[config.mk]
export PLATFORM = sky130hd
export DESIGN_NAME = trace_msg_port
export DESIGN_NICKNAME = d
export VERILOG_FILES = /design/src/rtl/trace_msg_port.sv
export SDC_FILE = /design/constraint.sdc
export NUM_CORES = 1
export LEC_CHECK = 0
export BUFFER_PORTS_ARGS = -buffer_cell sky130_fd_sc_hd__buf_2
export CORE_MARGIN = 4
export CORE_UTILIZATION = 50
export CTS_BUF_LIST = sky130_fd_sc_hd__clkbuf_8
export DETAILED_ROUTE_END_ITERATION = 10
export PLACE_DENSITY = 0.73
export SYNTH_ARGS = -nofsm -noshare
export SYNTH_HDL_FRONTEND = slang
export SYNTH_SLANG_ARGS = --single-unit
[constraint.sdc]
create_clock -name clk -period 3.95 [get_ports clk]
set_clock_uncertainty 0.05 [all_clocks]
set_input_delay 0.79 -clock clk [delete_from_list [all_inputs] [get_ports clk]]
set_output_delay 0.79 -clock clk [all_outputs]
set_load 0.1 [all_outputs]
[src/rtl/trace_msg_port.sv]
module trace_msg_port #(
  parameter int MAX_PKTS  = 4,
  parameter int PKT_DW    = 32,
  parameter int GAP_BEATS = 2,
  parameter logic [7:0] SYNC_TAG = 8'hA5,
  localparam int LEN_W = $clog2(PKT_DW + 1),
  localparam int CNT_W = $clog2(MAX_PKTS + 1),
  localparam int IDX_W = $clog2(MAX_PKTS),
  localparam int OFF_W = LEN_W + 1,
  localparam int GAP_W = $clog2(GAP_BEATS + 1)
) (
  input  logic                       clk,
  input  logic                       rst_n,
  input  logic                       lock_i,
  input  logic                       wide_i,
  input  logic                       msg_valid,
  output logic                       msg_ready,
  input  logic [CNT_W-1:0]           msg_npkts,
  input  logic [MAX_PKTS*LEN_W-1:0]  msg_len,
  input  logic [MAX_PKTS*PKT_DW-1:0] msg_data,
  input  logic                       evt_in,
  input  logic                       brk_in,
  output logic [11:0]                mdo,
  output logic [1:0]                 mseo,
  output logic                       evt_out
);

  logic              locked, busy, wcur, pend, brk_q;
  logic [2:0]        es;
  logic [CNT_W-1:0]  npk;
  logic [IDX_W-1:0]  idx;
  logic [OFF_W-1:0]  off;
  logic [GAP_W-1:0]  gcnt;
  logic [LEN_W-1:0]  pk_len [MAX_PKTS];
  logic [PKT_DW-1:0] pk_dat [MAX_PKTS];

  logic [LEN_W-1:0]  cur_len;
  logic [PKT_DW-1:0] cur_mask;
  logic [11:0]       beat;
  logic [OFF_W:0]    nxt;
  logic              pkt_end, msg_end, take_sync, sync_edge, can_go;

  assign cur_len   = pk_len[idx];
  assign cur_mask  = {PKT_DW{1'b1}} >> (PKT_DW - int'(cur_len));
  assign beat      = 12'((pk_dat[idx] & cur_mask) >> off);
  assign nxt       = {1'b0, off} + (wcur ? (OFF_W+1)'(12) : (OFF_W+1)'(4));
  assign pkt_end   = nxt >= (OFF_W+1)'(cur_len);
  assign msg_end   = pkt_end && (CNT_W'(idx) == npk - 1'b1);
  assign can_go    = locked && !busy && gcnt == '0;
  assign take_sync = can_go && pend;
  assign msg_ready = can_go && !pend;
  assign sync_edge = es[1] & ~es[2];

  assign mdo  = !locked ? 12'h001 :
                !busy   ? 12'h000 :
                wcur    ? beat : {8'h00, beat[3:0]};
  assign mseo = (!busy || msg_end) ? 2'b11 : (pkt_end ? 2'b01 : 2'b00);

  always_ff @(posedge clk or negedge rst_n) begin
    if (!rst_n) begin
      locked  <= 1'b0;
      busy    <= 1'b0;
      wcur    <= 1'b0;
      pend    <= 1'b0;
      brk_q   <= 1'b0;
      evt_out <= 1'b0;
      es      <= '0;
      npk     <= '0;
      idx     <= '0;
      off     <= '0;
      gcnt    <= '0;
      for (int p = 0; p < MAX_PKTS; p++) begin
        pk_len[p] <= '0;
        pk_dat[p] <= '0;
      end
    end else begin
      if (lock_i) locked <= 1'b1;
      es      <= {es[1:0], evt_in};
      brk_q   <= brk_in;
      evt_out <= brk_in & ~brk_q;
      pend    <= (pend & ~take_sync) | sync_edge;
      if (busy) begin
        if (msg_end) begin
          busy <= 1'b0;
          gcnt <= GAP_W'(GAP_BEATS - 1);
        end else if (pkt_end) begin
          idx <= idx + 1'b1;
          off <= '0;
        end else begin
          off <= nxt[OFF_W-1:0];
        end
      end else if (gcnt != '0) begin
        gcnt <= gcnt - 1'b1;
      end else if (take_sync) begin
        busy      <= 1'b1;
        wcur      <= wide_i;
        idx       <= '0;
        off       <= '0;
        npk       <= CNT_W'(2);
        pk_len[0] <= LEN_W'(6);
        pk_dat[0] <= PKT_DW'(8);
        pk_len[1] <= LEN_W'(8);
        pk_dat[1] <= PKT_DW'(SYNC_TAG);
      end else if (msg_valid && msg_ready) begin
        busy <= 1'b1;
        wcur <= wide_i;
        idx  <= '0;
        off  <= '0;
        npk  <= msg_npkts;
        for (int p = 0; p < MAX_PKTS; p++) begin
          pk_len[p] <= msg_len[p*LEN_W +: LEN_W];
          pk_dat[p] <= msg_data[p*PKT_DW +: PKT_DW];
        end
      end
    end
  end


  accept_start_chk: assert property (@(posedge clk) disable iff (!rst_n)
    msg_valid && msg_ready |=> mseo != 2'b11);


  ready_idle_chk: assert property (@(posedge clk) disable iff (!rst_n)
    msg_ready |-> (mseo == 2'b11 && mdo == 12'h000));


  end_gap_chk: assert property (@(posedge clk) disable iff (!rst_n)
    ($past(mseo) != 2'b11 && mseo == 2'b11) |=> (mseo == 2'b11 && !msg_ready));


  narrow_first_chk: assert property (@(posedge clk) disable iff (!rst_n)
    msg_valid && msg_ready && !wide_i |=> mdo[11:4] == 8'h00);


  evt_pulse_chk: assert property (@(posedge clk) disable iff (!rst_n)
    evt_out |=> !evt_out);

endmodule

==> run summary <==
Via count of the first global-routing pass - 7953
Post-synth EDFFs - 0
Row cnt - 49
Top_reg_cell synth - dfrtp_1
Met3 GRT Util - 0.0492
CP endpoint kind - output port
F_max - 229 MHz
GR Util met2 - 0.414
Layout area overhead - 30.4%
Hold WC Path Type - input pin to asynchronous set/reset pin
Reg-to-reg critical path endpoint - idx[1]$_DFFE_PN0P_
GPL Wtd Cong - 0.949
TritonCTS clock tree - yes
Leakage power - 0.00583 uW
RSZ-0062 raised after global routing - yes
Overflow after GRT - 0
Core area - 18000 um^2
Die H - 143 um
Failing checks - negative setup slack
IO buf count - 177
Startpoint Class - register
DRT iter0 DRCs - 683
Status - finished, violations left
Cts hold-fix bufs - 0
Setup ws final - -0.408 ns
Final setup TNS - -3.70 ns
Mapped Cells - 1028
Global route hottest layer - met2
First-pass GRT wire length - 41300 um
Die X - 143 um
CTS Buf Count - 17
Slew headroom - 0.404
Crit path max fanout - 13
Most frequent cells in the layout - nand2_1, dfrtp_1, buf_2
Worst r2r path cells - 15
Max-Cap Viols - 0
Cell area after layout - 11900 um^2
Worst VDD drop - 1.27 mV
Tot GR Track Use - 0.259
Slew @ Worst Pin - 0.894 ns
CTS H-Tree Depth - 4
Tot Pwr - 12200 uW
DR WL/cell - 18.1 um
Setup Viol. Count Final - 14
Cell Area, Placed - 10700 um^2
Dpl ws - 0.0190 ns
TritonRoute pass-1 iters - 7
Vias per inst - 5.60
Antenna violations before repair - 1
Hpwl dp - 18700 um
DIE AREA - 20500 um^2
Drt total wl - 26600 um
Fillers - 1445
Final hold violation count - 0
IO Pins - 178
RR Startpoint - idx[0]$_DFFE_PN0P_
Max-slew violations - 0
Avg Synthesized Cell Area - 8.89 um^2
Skew-Pair Late Insertion Delay - 0.46 ns
YS warnings - 0
DRC - 0
ANT cells - 0
Deepest clock path buffer count - 2
Synthesis-stage register bit count - 173
Period utilization - 1.10
Minimum clock period - 4.36 ns
Met1 usage - 0.367
CTS sink count - 173
Synth cell types - 65
Arrival @ worst endpoint - 3.52 ns
Root Buffer - clkbuf_8
Via count - 8214
Largest net degree at the start of global routing - 155
Fraction of layout cells with a size suffix above 1 - 0.341
Register area - 4330 um^2
Mapped Area - 9140 um^2
Mapped Nets - 1200
Antenna-violating nets left - 0
Commonest non-fill, non-tap cell in the layout - nand2_1
Clock Pin Slew Worst Setup and Hold Paths - 0.09 ns
Flop-to-flop setup slack - 0.50 ns
Post-synth ARST share - 1.00
Worst EP required - 3.11 ns
Register area share after synthesis - 0.474
Crit path kind - register to output port
Area occupied by multi-input gates - 5060 um^2
Initial Utilization - 0.509
Layout Nets - 1398
PwrDens - 1020 nW/um^2
kinds of logic after synthesis:
logic type / synth area share
simple gates: 0.269
flops: 0.474
compound gates: 0.0815
buf+inv: 0.0416
mux: 0.108
xor+xnor: 0.0114
fa+ha+maj: 0.0145
cell usage after synthesis, types with 3 or more instances:
| master | count | area [um^2] |
|---|---|---|
| nor4_1 | 4 | 25.0 |
| nor3_1 | 14 | 70.1 |
| a21o_1 | 3 | 22.5 |
| a21oi_1 | 15 | 75.1 |
| o21ai_1 | 9 | 45.0 |
| clkbuf_1 | 48 | 180 |
| a211oi_1 | 6 | 45.0 |
| mux2i_1 | 7 | 70.1 |
| nand3_1 | 93 | 465 |
| and3_1 | 4 | 25.0 |
| and2_1 | 6 | 37.5 |
| o211ai_1 | 9 | 67.6 |
| xor2_1 | 4 | 35.0 |
| nor2_1 | 20 | 75.1 |
| inv_1 | 23 | 86.3 |
| buf_2 | 7 | 35.0 |
| nand4_1 | 3 | 18.8 |
| ha_1 | 9 | 113 |
| mux4_2 | 36 | 811 |
| a221oi_1 | 3 | 26.3 |
| o21ai_0 | 19 | 95.1 |
| mux2_2 | 3 | 33.8 |
| dfrtp_1 | 173 | 4330 |
| o22ai_1 | 6 | 37.5 |
| xnor2_1 | 6 | 52.6 |
| a21boi_1 | 4 | 30.0 |
| nand2_1 | 423 | 1590 |
| buf_4 | 5 | 37.5 |
| o21a_1 | 7 | 52.6 |
| buf_1 | 7 | 26.3 |
| a31oi_1 | 7 | 43.8 |
critical path, cell delays in order, from the launching register on:
cell      delay [ns]
dfrtp_2         0.44
mux4_2          0.55
inv_2           0.10
ha_4            0.18
o21ai_4         0.09
xnor2_2         0.21
mux2i_4         0.10
buf_8           0.15
o211ai_1        0.34
mux2i_1         0.16
a221oi_2        0.32
buf_4           0.17
a311oi_4        0.04
buf_12          0.19
registers in the layout, indices dropped and copies added (netlist names), 2 cells and up:
signal	cells
npk	3
es	3
gcnt	2
pk_len	24
pk_dat	128
idx	2
off	5
metal layers:
layer	vias to the layer above	wire, um	part of all wire
li1	3876	-	-
met1	4036	11700	0.44
met2	265	12900	0.48
met3	35	1500	0.056
met4	2	503	0.019
met5	-	7	0.00026
how the worst max path moves through the flow:
stage	from	end	slack [ns]	cells past startpoint
after global placement	idx[0]$_DFFE_PN0P_	mdo[4]	0.08	13
after detailed placement	idx[0]$_DFFE_PN0P_	mdo[4]	0.02	13
final	idx[0]$_DFFE_PN0P_	mdo[4]	-0.41	13
after global routing	idx[0]$_DFFE_PN0P_	mdo[4]	-0.49	13
after floorplan	idx[0]$_DFFE_PN0P_	mdo[5]	-0.31	11
after CTS	idx[0]$_DFFE_PN0P_	mdo[8]	-0.38	13
repair_timing:
action | in CTS | in global routing
cloned | 1 | 1
pin swaps | 19 | 30
resized for setup | 46 | 67
buffers inserted | 19 | 15
endpoints found under the setup margin | 14 | 14
final cells by class:
type	instances	share of cell area
clock buffer	19	0.0220
timing repair buffer	247	0.148
inverter	24	0.00798
clock inverter	13	0.00966
multi-input combinational	763	0.425
tap	229	0.0241
sequential	173	0.364
stage by stage:
step                std cells  utilization  hold slack (ns)
floorplan                1028            -            0.281
CTS                      1455        0.641            0.305
global route             1468        0.663            0.315
global placement         1403        0.598            0.286
detailed placement       1403        0.598            0.286
finish                   1468        0.663            0.302
report_power, final:
part | internal [uW] | leakage, uW | total (uW) | switching, uW
combinational | 3460 | 0.00342 | 8010 | 4560
clock | 535 | 0.000195 | 1200 | 667
sequential | 2500 | 0.00222 | 2950 | 454
total | 6490 | 0.00583 | 12200 | 5680
Power figures use the tool's default switching activity.
